--- src/rtl/llsc_pkg.sv ---
package llsc_pkg;
    typedef enum logic [1:0] {
        OP_LOAD  = 2'b00,
        OP_STORE = 2'b01,
        OP_LL    = 2'b10,
        OP_SC    = 2'b11
    } op_kind_e;

    typedef enum logic {
        LINK_IDLE = 1'b0,
        LINK_HELD = 1'b1
    } link_state_e;
endpackage

--- src/rtl/llsc_link_fsm.sv ---
module llsc_link_fsm
    import llsc_pkg::*;
#(
    parameter int AW = 4
) (
    input  logic          clk,
    input  logic          rst_n,
    input  logic          take,
    input  logic          drop,
    input  logic [AW-1:0] take_addr,
    output logic          held,
    output logic [AW-1:0] link_addr
);
    link_state_e   state_q, state_d;
    logic [AW-1:0] addr_q, addr_d;

    // state register
    always_ff @(posedge clk) begin
        if (!rst_n) begin
            state_q <= LINK_IDLE;
            addr_q  <= '0;
        end else begin
            state_q <= state_d;
            addr_q  <= addr_d;
        end
    end

    // transitions: LL_TAKE, LINK_REPLACE, LINK_LOST
    always_comb begin
        state_d = state_q;
        addr_d  = addr_q;
        unique case (state_q)
            LINK_IDLE: begin
                if (take && !drop) begin
                    state_d = LINK_HELD;
                    addr_d  = take_addr;
                end
            end
            LINK_HELD: begin
                if (drop) begin
                    state_d = LINK_IDLE;
                end else if (take) begin
                    addr_d = take_addr;
                end
            end
            default: state_d = LINK_IDLE;
        endcase
    end

    assign held      = (state_q == LINK_HELD);
    assign link_addr = addr_q;


    ll_take_chk: assert property (@(posedge clk) disable iff (!rst_n)
        (take && !drop) |=> (held && link_addr == $past(take_addr)));
endmodule

--- src/rtl/llsc_arbiter.sv ---
module llsc_arbiter
    import llsc_pkg::*;
#(
    parameter int NCPU = 4,
    parameter int AW   = 4
) (
    input  logic              clk,
    input  logic              rst_n,
    input  logic [NCPU-1:0]   op_valid,
    input  logic [2*NCPU-1:0] op_kind,
    input  logic [AW*NCPU-1:0] op_addr,
    input  logic [NCPU-1:0]   ctx_sw,
    input  logic              snoop_we,
    input  logic [AW-1:0]     snoop_addr,
    input  logic [NCPU-1:0]   held,
    input  logic [AW*NCPU-1:0] link_addr,
    output logic [NCPU-1:0]   take,
    output logic [NCPU-1:0]   drop,
    output logic [NCPU-1:0]   sc_win,
    output logic [NCPU-1:0]   cpu_we
);
    logic [NCPU-1:0][1:0]    kind_v;
    logic [NCPU-1:0][AW-1:0] addr_v;
    logic [NCPU-1:0][AW-1:0] link_v;
    logic [NCPU-1:0][AW-1:0] watch_v;
    logic [NCPU-1:0]         is_ll, is_sc, is_st;

    assign kind_v = op_kind;
    assign addr_v = op_addr;
    assign link_v = link_addr;

    always_comb begin
        for (int i = 0; i < NCPU; i++) begin
            is_ll[i] = op_valid[i] && (kind_v[i] == OP_LL);
            is_sc[i] = op_valid[i] && (kind_v[i] == OP_SC);
            is_st[i] = op_valid[i] && (kind_v[i] == OP_STORE);
        end
    end

    // conditional-store winners, lowest index first
    always_comb begin
        sc_win = '0;
        for (int i = 0; i < NCPU; i++) begin
            sc_win[i] = is_sc[i] && held[i] && (link_v[i] == addr_v[i]) && !ctx_sw[i]
                        && !(snoop_we && snoop_addr == addr_v[i]);
            for (int j = 0; j < NCPU; j++) begin
                if (j != i && is_st[j] && addr_v[j] == addr_v[i]) sc_win[i] = 1'b0;
                if (j < i && sc_win[j] && addr_v[j] == addr_v[i]) sc_win[i] = 1'b0;
            end
        end
    end

    assign cpu_we = is_st | sc_win;
    assign take   = is_ll;

    // reservation loss per processor
    always_comb begin
        for (int i = 0; i < NCPU; i++) begin
            watch_v[i] = is_ll[i] ? addr_v[i] : link_v[i];
            drop[i]    = ctx_sw[i] || is_sc[i] || (snoop_we && snoop_addr == watch_v[i]);
            for (int j = 0; j < NCPU; j++) begin
                if (j != i && cpu_we[j] && addr_v[j] == watch_v[i]) drop[i] = 1'b1;
            end
        end
    end

    genvar gi, gj;
    generate
        for (gi = 0; gi < NCPU; gi++) begin : g_pi
            for (gj = gi + 1; gj < NCPU; gj++) begin : g_pj

                sc_unique_chk: assert property (@(posedge clk) disable iff (!rst_n)
                    (sc_win[gi] && sc_win[gj]) |-> (addr_v[gi] != addr_v[gj]));
            end
        end
    endgenerate
endmodule

--- src/rtl/llsc_mem.sv ---
module llsc_mem #(
    parameter int NCPU = 4,
    parameter int AW   = 4,
    parameter int DW   = 8,
    localparam int DEPTH = 1 << AW
) (
    input  logic               clk,
    input  logic               rst_n,
    input  logic [AW*NCPU-1:0] op_addr,
    input  logic [DW*NCPU-1:0] op_wdata,
    input  logic [NCPU-1:0]    cpu_we,
    input  logic               snoop_we,
    input  logic [AW-1:0]      snoop_addr,
    input  logic [DW-1:0]      snoop_wdata,
    output logic [DW*NCPU-1:0] rd_data
);
    logic [DEPTH-1:0][DW-1:0] mem;
    logic [NCPU-1:0][AW-1:0]  addr_v;
    logic [NCPU-1:0][DW-1:0]  wdat_v;
    logic [NCPU-1:0][DW-1:0]  rd_v;

    assign addr_v = op_addr;
    assign wdat_v = op_wdata;

    // later assignments win: snoop first, then processors high to low
    always_ff @(posedge clk) begin
        if (!rst_n) begin
            mem <= '0;
        end else begin
            if (snoop_we) mem[snoop_addr] <= snoop_wdata;
            for (int i = NCPU - 1; i >= 0; i--) begin
                if (cpu_we[i]) mem[addr_v[i]] <= wdat_v[i];
            end
        end
    end

    genvar gi;
    generate
        for (gi = 0; gi < NCPU; gi++) begin : g_rd
            assign rd_v[gi] = mem[addr_v[gi]];
        end
    endgenerate
    assign rd_data = rd_v;


    mem_hold_chk: assert property (@(posedge clk) disable iff (!rst_n)
        (!snoop_we && cpu_we == '0) |=> $stable(mem));
endmodule

--- src/rtl/llsc_monitor.sv ---
module llsc_monitor
    import llsc_pkg::*;
#(
    parameter int NCPU = 4,
    parameter int AW   = 4,
    parameter int DW   = 8
) (
    input  logic               clk,
    input  logic               rst_n,
    input  logic [NCPU-1:0]    op_valid,
    input  logic [2*NCPU-1:0]  op_kind,
    input  logic [AW*NCPU-1:0] op_addr,
    input  logic [DW*NCPU-1:0] op_wdata,
    input  logic [NCPU-1:0]    ctx_sw,
    input  logic               snoop_we,
    input  logic [AW-1:0]      snoop_addr,
    input  logic [DW-1:0]      snoop_wdata,
    output logic [NCPU-1:0]    rsp_valid,
    output logic [DW*NCPU-1:0] rsp_rdata,
    output logic [NCPU-1:0]    rsp_sc_ok
);
    logic [NCPU-1:0]    take, drop, sc_win, cpu_we, held;
    logic [AW*NCPU-1:0] link_addr;
    logic [DW*NCPU-1:0] rd_data;

    genvar gi;
    generate
        for (gi = 0; gi < NCPU; gi++) begin : g_link
            llsc_link_fsm #(.AW(AW)) u_link (
                .clk       (clk),
                .rst_n     (rst_n),
                .take      (take[gi]),
                .drop      (drop[gi]),
                .take_addr (op_addr[gi*AW +: AW]),
                .held      (held[gi]),
                .link_addr (link_addr[gi*AW +: AW])
            );


            ctx_clear_chk: assert property (@(posedge clk) disable iff (!rst_n)
                ctx_sw[gi] |=> !held[gi]);


            sc_ok_src_chk: assert property (@(posedge clk) disable iff (!rst_n)
                rsp_sc_ok[gi] |-> ($past(op_valid[gi]) && $past(op_kind[gi*2 +: 2]) == OP_SC));
        end
    endgenerate

    llsc_arbiter #(.NCPU(NCPU), .AW(AW)) u_arb (
        .clk        (clk),
        .rst_n      (rst_n),
        .op_valid   (op_valid),
        .op_kind    (op_kind),
        .op_addr    (op_addr),
        .ctx_sw     (ctx_sw),
        .snoop_we   (snoop_we),
        .snoop_addr (snoop_addr),
        .held       (held),
        .link_addr  (link_addr),
        .take       (take),
        .drop       (drop),
        .sc_win     (sc_win),
        .cpu_we     (cpu_we)
    );

    llsc_mem #(.NCPU(NCPU), .AW(AW), .DW(DW)) u_mem (
        .clk         (clk),
        .rst_n       (rst_n),
        .op_addr     (op_addr),
        .op_wdata    (op_wdata),
        .cpu_we      (cpu_we),
        .snoop_we    (snoop_we),
        .snoop_addr  (snoop_addr),
        .snoop_wdata (snoop_wdata),
        .rd_data     (rd_data)
    );

    // response register
    always_ff @(posedge clk) begin
        if (!rst_n) begin
            rsp_valid <= '0;
            rsp_rdata <= '0;
            rsp_sc_ok <= '0;
        end else begin
            rsp_valid <= op_valid;
            rsp_rdata <= rd_data;
            rsp_sc_ok <= sc_win;
        end
    end
endmodule

--- config.mk ---
export PLATFORM = sky130hd
export DESIGN_NAME = llsc_monitor
export DESIGN_NICKNAME = d
export VERILOG_FILES = /design/src/rtl/llsc_pkg.sv /design/src/rtl/llsc_link_fsm.sv /design/src/rtl/llsc_arbiter.sv /design/src/rtl/llsc_mem.sv /design/src/rtl/llsc_monitor.sv
export SDC_FILE = /design/constraint.sdc
export NUM_CORES = 1
export LEC_CHECK = 0
export BUFFER_PORTS_ARGS = -buffer_cell sky130_fd_sc_hd__buf_2
export CORE_ASPECT_RATIO = 0.9
export CORE_UTILIZATION = 45
export DETAILED_ROUTE_END_ITERATION = 10
export PLACE_DENSITY_LB_ADDON = 0.08
export SLEW_MARGIN = 20
export SYNTH_ARGS = -nofsm -noshare
export SYNTH_HDL_FRONTEND = slang
export SYNTH_SLANG_ARGS = --single-unit
--- constraint.sdc ---
create_clock -name clk -period 3.9 [get_ports clk]
set_input_delay 0.39 -clock clk [delete_from_list [all_inputs] [get_ports clk]]
set_output_delay 0.39 -clock clk [all_outputs]
set_load 0.005 [all_outputs]
; Yosys cells after proc, flatten, opt, wreduce, memory -nomap -nowiden
; Index checks and enable logic that the tools add are counted.
[totals]
ff_bits = 188
output_inout_bits = 40
elab_cells = 287
[classes]
bitwise_logic = 5
eq_ne = 56
mux = 90
n_reduce_logical = 99
n_lt_le_gt_ge = 10
[op_table]
columns = cell, n
row1 = two-way mux 128 bit, 9
row2 = bitwise mux 128 bit, 5
row3 = demux 8 bit (select 4 bit), 5
row4 = == test 4 bit, 36
row5 = binary-select mux 8 bit (select 4 bit), 4
row6 = logical AND 1 bit, 75
row7 = two-way mux 8 bit, 9
row8 = two-way mux 4 bit, 12
row9 = two-way mux 1 bit, 38
row10 = case mux 4 bit (2 select lines), 4
row11 = "< comparator 4 x 5 -> 1 bit, second input constant", 5
row12 = "greater-or-equal comparator 4 x 1 -> 1 bit, second input constant", 5
row13 = "== test 2 bit, second input constant", 8
row14 = zero test 1 bit, 12
row15 = "== test 2 x 1 -> 1 bit, second input constant", 4
row16 = logical OR 1 bit, 8
row17 = "inequality test 2 x 1 -> 1 bit, second input constant", 4
row18 = "inequality test 2 bit, second input constant", 4
row19 = case mux 1 bit (2 select lines), 4
row20 = AND reduction 2 bit, 4
row21 = NOT 1 bit, 4
row22 = OR 4 bit, 1

; Logic depth before layout (Yosys ltp)
[depth]
depth_word = 29
depth_mapped = 13
mapped_depth_nobuf = 8

; Hierarchy
; From an unflattened synthesis, not the netlist that was laid out.
[hier_totals]
cells_unflattened = 2063
hier_area_um2 = 18009.8
[modules_own_cells]
columns = mod, seq_area_each_um2, area_per_inst_um2, cells_each, n_inst
row1 = llsc_mem, 2562.5, 14022.2, 1621, 1
row2 = llsc_arbiter, 0.0, 2089.5, 270, 1
row3 = llsc_monitor, 800.8, 1107.3, 84, 1
row4 = llsc_link_fsm, 100.1, 197.7, 22, 4

; Worst setup path after synthesis
; Ideal clock, no wire load.
[synth_path]
path_kind = input -> register
start = in op_addr[6]
end = reg g_link[0].u_link.addr_q[0]
t_arrival_ns = 2.801
path_stages = 10
slack_ns = 1.027
required_time_ns = 3.828
n_path_buf = 2
path_cell_list = buf_2 > buf_2 > xor2_1 > nor4_2 > o2111ai_1 > o31ai_4 > a211oi_2 > a21o_4 > a2111oi_4 > mux2i_1
[synth_via]
elab_chain_len = 21
elab_cells_between_ends = 54
cone_classes = eq/ne: 11 / mux: 19 / bitwise: 1 / reduce/logical: 23
[synth_rtl]
columns = item, line_no
row1 = from (decl), llsc_monitor.sv:12  ; input logic [AW*NCPU-1:0] op_addr,
row2 = == test 4 bit, "llsc_arbiter.sv:47, llsc_arbiter.sv:48"
row3 = logical AND 1 bit, llsc_arbiter.sv:47  ; if (j != i && is_st[j] && addr_v[j] == addr_v[i]) sc_win[i] = 1'b0;
row4 = two-way mux 1 bit (3 in series), llsc_arbiter.sv:47
row5 = logical AND 1 bit, llsc_arbiter.sv:48  ; if (j < i && sc_win[j] && addr_v[j] == addr_v[i]) sc_win[i] = 1'b0;
row6 = two-way mux 1 bit, llsc_arbiter.sv:48
row7 = two-way mux 1 bit (2 in series), llsc_arbiter.sv:47
row8 = logical AND 1 bit, llsc_arbiter.sv:48
row9 = two-way mux 1 bit, llsc_arbiter.sv:48
row10 = [2 not listed], --
row11 = two-way mux 1 bit, llsc_arbiter.sv:48
row12 = OR 4 bit, llsc_arbiter.sv:53  ; assign cpu_we = is_st | sc_win;
row13 = logical AND 1 bit, llsc_arbiter.sv:62  ; if (j != i && cpu_we[j] && addr_v[j] == watch_v[i]) drop[i] = 1'b1;
row14 = two-way mux 1 bit (*), llsc_arbiter.sv:62
row15 = zero test 1 bit, llsc_link_fsm.sv:34  ; if (take && !drop) begin
row16 = logical AND 1 bit, llsc_link_fsm.sv:34
row17 = inequality test 2 x 1 -> 1 bit (no source line), --
row18 = AND reduction 2 bit (no source line) (*), --
row19 = to (signal assigned), llsc_link_fsm.sv:24  ; addr_q <= addr_d;
row20 = to (decl), llsc_link_fsm.sv:15  ; logic [AW-1:0] addr_q, addr_d;
; Mark *: on every way between the ends. The rest lies on a longest branch, timed or not.
; A chain may end at the register's enable or synchronous reset.

; Worst setup path in the final report
[layout_path]
start = in op_addr[3]
end = reg u_mem.mem[67] in the netlist's numbering
[layout_via]
elab_chain_len = 27
elab_cells_between_ends = 59
cone_classes = order compare: 2 / eq/ne: 8 / mux: 30 / bitwise: 1 / reduce/logical: 18
[layout_rtl]
columns = item, line_no
row1 = == test 4 bit (on tied branches), "llsc_arbiter.sv:44, llsc_arbiter.sv:45"
row2 = logical AND 1 bit (on tied branches), "llsc_arbiter.sv:44, llsc_arbiter.sv:45"
row3 = logical AND 1 bit / zero test 1 bit (equally long branches), "llsc_arbiter.sv:44, llsc_arbiter.sv:45"
row4 = logical AND 1 bit, llsc_arbiter.sv:45  ; && !(snoop_we && snoop_addr == addr_v[i]);
row5 = two-way mux 1 bit (3 in series), llsc_arbiter.sv:47
row6 = logical AND 1 bit, llsc_arbiter.sv:48
row7 = two-way mux 1 bit, llsc_arbiter.sv:48
row8 = two-way mux 1 bit (2 in series), llsc_arbiter.sv:47
row9 = [8 not listed], --
row10 = bitwise mux 128 bit, llsc_mem.sv:32  ; if (cpu_we[i]) mem[addr_v[i]] <= wdat_v[i];
row11 = two-way mux 128 bit, llsc_mem.sv:32
row12 = two-way mux 128 bit, llsc_mem.sv:27  ; if (!rst_n) begin
row13 = bitwise mux 128 bit, llsc_mem.sv:32
row14 = two-way mux 128 bit, llsc_mem.sv:32
row15 = two-way mux 128 bit, llsc_mem.sv:27
row16 = bitwise mux 128 bit, llsc_mem.sv:32
row17 = two-way mux 128 bit (*), llsc_mem.sv:32
row18 = "to (signal, indexed assignment)", llsc_mem.sv:30  ; if (snoop_we) mem[snoop_addr] <= snoop_wdata;
row19 = "to (signal, indexed assignment)", llsc_mem.sv:32
row20 = to (decl), llsc_mem.sv:17  ; logic [DEPTH-1:0][DW-1:0] mem;
; Mark *: on every way between the ends. The rest lies on a longest branch, timed or not. The select of a mux whose other input is x is not followed.

==> results.json <==
{
  "status": "completed",
  "fin_crit_sh": 0.912,
  "crit_chain": "buf_2, xor2_1, nor4_2, a211oi_1, nand3_1, nand4bb_1, o21ai_1, a21oi_1, a31oi_1",
  "fin_setup_tns_ns": 0,
  "worstMarginPinSlew_ns": 1.15,
  "insertion_delay_ns": 0.51,
  "dr.pass1.iters": 6,
  "vias": 20800,
  "h-tree-depth": 4,
  "grt_max_degree": 192,
  "max_stage_delay_ns": 0.86,
  "critPathBufInv": 1,
  "die_x_um": 216,
  "drt_iter0_drc": 3308,
  "grt_pass1_wl_um": 143000,
  "grt.overflow.total": 0,
  "min_path_cells": 2,
  "seq_area_frac_synth": 0.203,
  "vias_per_cell": 7.70,
  "rsz0062_at_grt": "no",
  "max-cap-violations": 0,
  "critPathLaunchType": "input port",
  "ant_nets": 0,
  "synth_top_area_frac": 0.203,
  "synth.top_cells.by_count": "dfxtp_1, nand2_1, nand3_1, mux4_2, clkbuf_1",
  "cts.sinks": 188,
  "synthesis.area_mm2": 0.0186,
  "required_ns": 4.33,
  "ys.flop_type": "dfxtp_1",
  "synthCells": 2134,
  "routed_wl_um": 102000,
  "cts_tree": "yes",
  "reg2reg_from": "g_link[1].u_link.link_addr[3]$_SDFFE_PN0P_",
  "gr-usage-met2": 0.656,
  "yosysUniqueCellTypes": 70,
  "period_needed_ns": 3.56,
  "avgSynthCellArea_um2": 8.70,
  "worst-path-stages": 9,
  "yosys.area.top_type": "dfxtp_1",
  "clockBufferDepth": 2,
  "utilization": 0.502,
  "hold_buffers": 0,
  "cts_buffers": 17,
  "busiest_layer": "met2",
  "postCtsSetupBuffers": 0,
  "critical_path_class": "in2reg",
  "swShare": 0.368,
  "slew_headroom": 0.229,
  "place_congestion": 1.06,
  "post-synth-top-count-cell": "dfxtp_1",
  "finClkSkew_ns": 0.0188,
  "endpoint": "u_mem.mem[67]$_SDFF_PN0_",
  "crit_family": "simple AND/OR/NAND/NOR gates",
  "grt.met3_usage": 0.197,
  "wl_per_cell_um": 37.9,
  "combPwrFrac": 0.265,
  "hold_viol_final": 0,
  "yosysWarnings": 0,
  "ir_drop_mv": 0.297,
  "multiInputGateArea_mm2": 0.0137,
  "grt_pass1_vias": 18900,
  "final_max_slew_viol_count": 0,
  "power_switching_w": 0.00196,
  "r2r_cells": 8,
  "setup_viol": 0,
  "seq_area_mm2": 0.00376,
  "fmax_ghz": 0.281,
  "ios": 119,
  "port_buffers": 118,
  "endpoint_kind": "flop",
  "post_cts_resized": 0,
  "clkPwrFrac": 0.349,
  "fp.dieH_um": 195,
  "core.rowCount": 70,
  "grt_usage": 0.481,
  "critPathLaunch": "op_addr[3]",
  "dieArea_mm2": 0.0421,
  "path_clk_slew_ns": 0.08,
  "clockRootBuffer": "clkbuf_16",
  "internal_power_w": 0.00337,
  "initial_core_util": 0.457,
  "crit_path_max_fanout": 12,
  "crit_slowest_cell": "o21ai_1",
  "cp.arrival_ns": 3.99,
  "ys_ff_latch": 188,
  "antenna_found_initial": 12,
  "power_density_mw_per_mm2": 262,
  "synth_nets": 2213,
  "cellLeakagePower_nw": 6.74,
  "ff2ff_setup_slack_ns": 0.45,
  "drive_above_1_share": 0.269,
  "gr-usage-met1": 0.628,
  "p_seq_frac": 0.386,
  "finalNetCount": 2219,
  "areaGrowthSynthToFinish_pct": 9.90,
  "synthArstFlopShare": 0,
  "fillCellCount": 3944,
  "drc": 0,
  "hold_path_class": "in2reg",
  "r2r_end": "u_mem.mem[67]$_SDFF_PN0_",
  "synth_edf_count": 0,
  "synth_top_cells_by_area": "dfxtp_1, mux4_2, mux2_2, nand4_1, a31oi_1",
  "dpl.hpwl_um": 71300,
  "core_area_mm2": 0.0406
}
-- flip-flops by register name, indices dropped and copies added, names as in the netlist --
| register | count |
|---|---|
| g_link.u_link.link_addr | 16 |
| rsp_sc_ok | 4 |
| rsp_valid | 4 |
| u_mem.mem | 128 |
| rsp_rdata | 32 |
| g_link.u_link.held | 4 |
-- cells by family after synthesis --
group | synth area share
muxes | 0.289
AOI/OAI and AO/OA | 0.189
xor gates and xnor gates | 0.0514
and+or+nand+nor | 0.209
buffers and inverters | 0.0597
DFF | 0.203
-- cell usage in the layout, fill, tap and decap left out, types with 114 or more instances in the layout --
master | synthesis | final
a21oi_1 | 139 | 139
a31oi_1 | 134 | 134
buf_2 | 37 | 114
buf_4 | 14 | 126
dfxtp_1 | 188 | 188
mux2_2 | 120 | 120
mux4_2 | 160 | 160
nand2_1 | 168 | 168
nand3_1 | 161 | 161
nand4_1 | 139 | 139
-- stage by stage --
step	total power [W]	std cells	setup WS, ns	hold WS [ns]	area (um^2)
6_report	0.00534	2700	0.344	0.139	20400
5_1_grt	0.00543	2693	0.189	0.152	20400
4_1_cts	0.00526	2692	0.572	0.136	20400
3_5_place_dp	0.00343	2661	0.104	0.483	19800
3_3_place_gp	0.00343	2661	0.125	0.472	19800
2_1_floorplan	0.00289	2134	1.03	0.459	18600
-- power groups by stage --
| stage | clock (W) | sequential [W] | combinational [W] |
|---|---|---|---|
| 3_5_place_dp | 0 | 0.00210 | 0.00134 |
| 3_3_place_gp | 0 | 0.00209 | 0.00133 |
| 6_report | 0.00186 | 0.00206 | 0.00142 |
| 4_1_cts | 0.00186 | 0.00205 | 0.00134 |
| 2_1_floorplan | 0 | 0.00206 | 0.000831 |
| 5_1_grt | 0.00194 | 0.00206 | 0.00144 |
-- metal layers --
layer  vias to the layer above  routed length [um]
met5                         -                  25
met4                         4                7270
met3                       419               16200
met2                      1841               40400
met1                     10100               38400
li1                       8416                   -
-- how the worst min path moves through the flow --
stage                                                       endpoint                                       start  slack (ns)
final                                        rsp_valid[2]$_SDFF_PN0_                                 op_valid[2]        0.14
after global routing                         rsp_valid[2]$_SDFF_PN0_                                 op_valid[2]        0.15
after CTS                                    rsp_valid[2]$_SDFF_PN0_                                 op_valid[2]        0.14
after floorplan           g_link[1].u_link.link_addr[0]$_SDFFE_PN0P_  g_link[1].u_link.link_addr[0]$_SDFFE_PN0P_        0.46
after global placement    g_link[3].u_link.link_addr[1]$_SDFFE_PN0P_  g_link[3].u_link.link_addr[1]$_SDFFE_PN0P_        0.47
after detailed placement  g_link[1].u_link.link_addr[0]$_SDFFE_PN0P_  g_link[1].u_link.link_addr[0]$_SDFFE_PN0P_        0.48
-- final cells by class --
class	count	area share
Multi-Input combinational cell	1677	0.673
Sequential cell	188	0.185
Clock buffer	18	0.0215
Inverter	12	0.00221
Tap cell	540	0.0331
Antenna cell	8	0.000982
Timing Repair Buffer	244	0.0783
Clock inverter	13	0.00638
(Power assumes the default switching activity.)
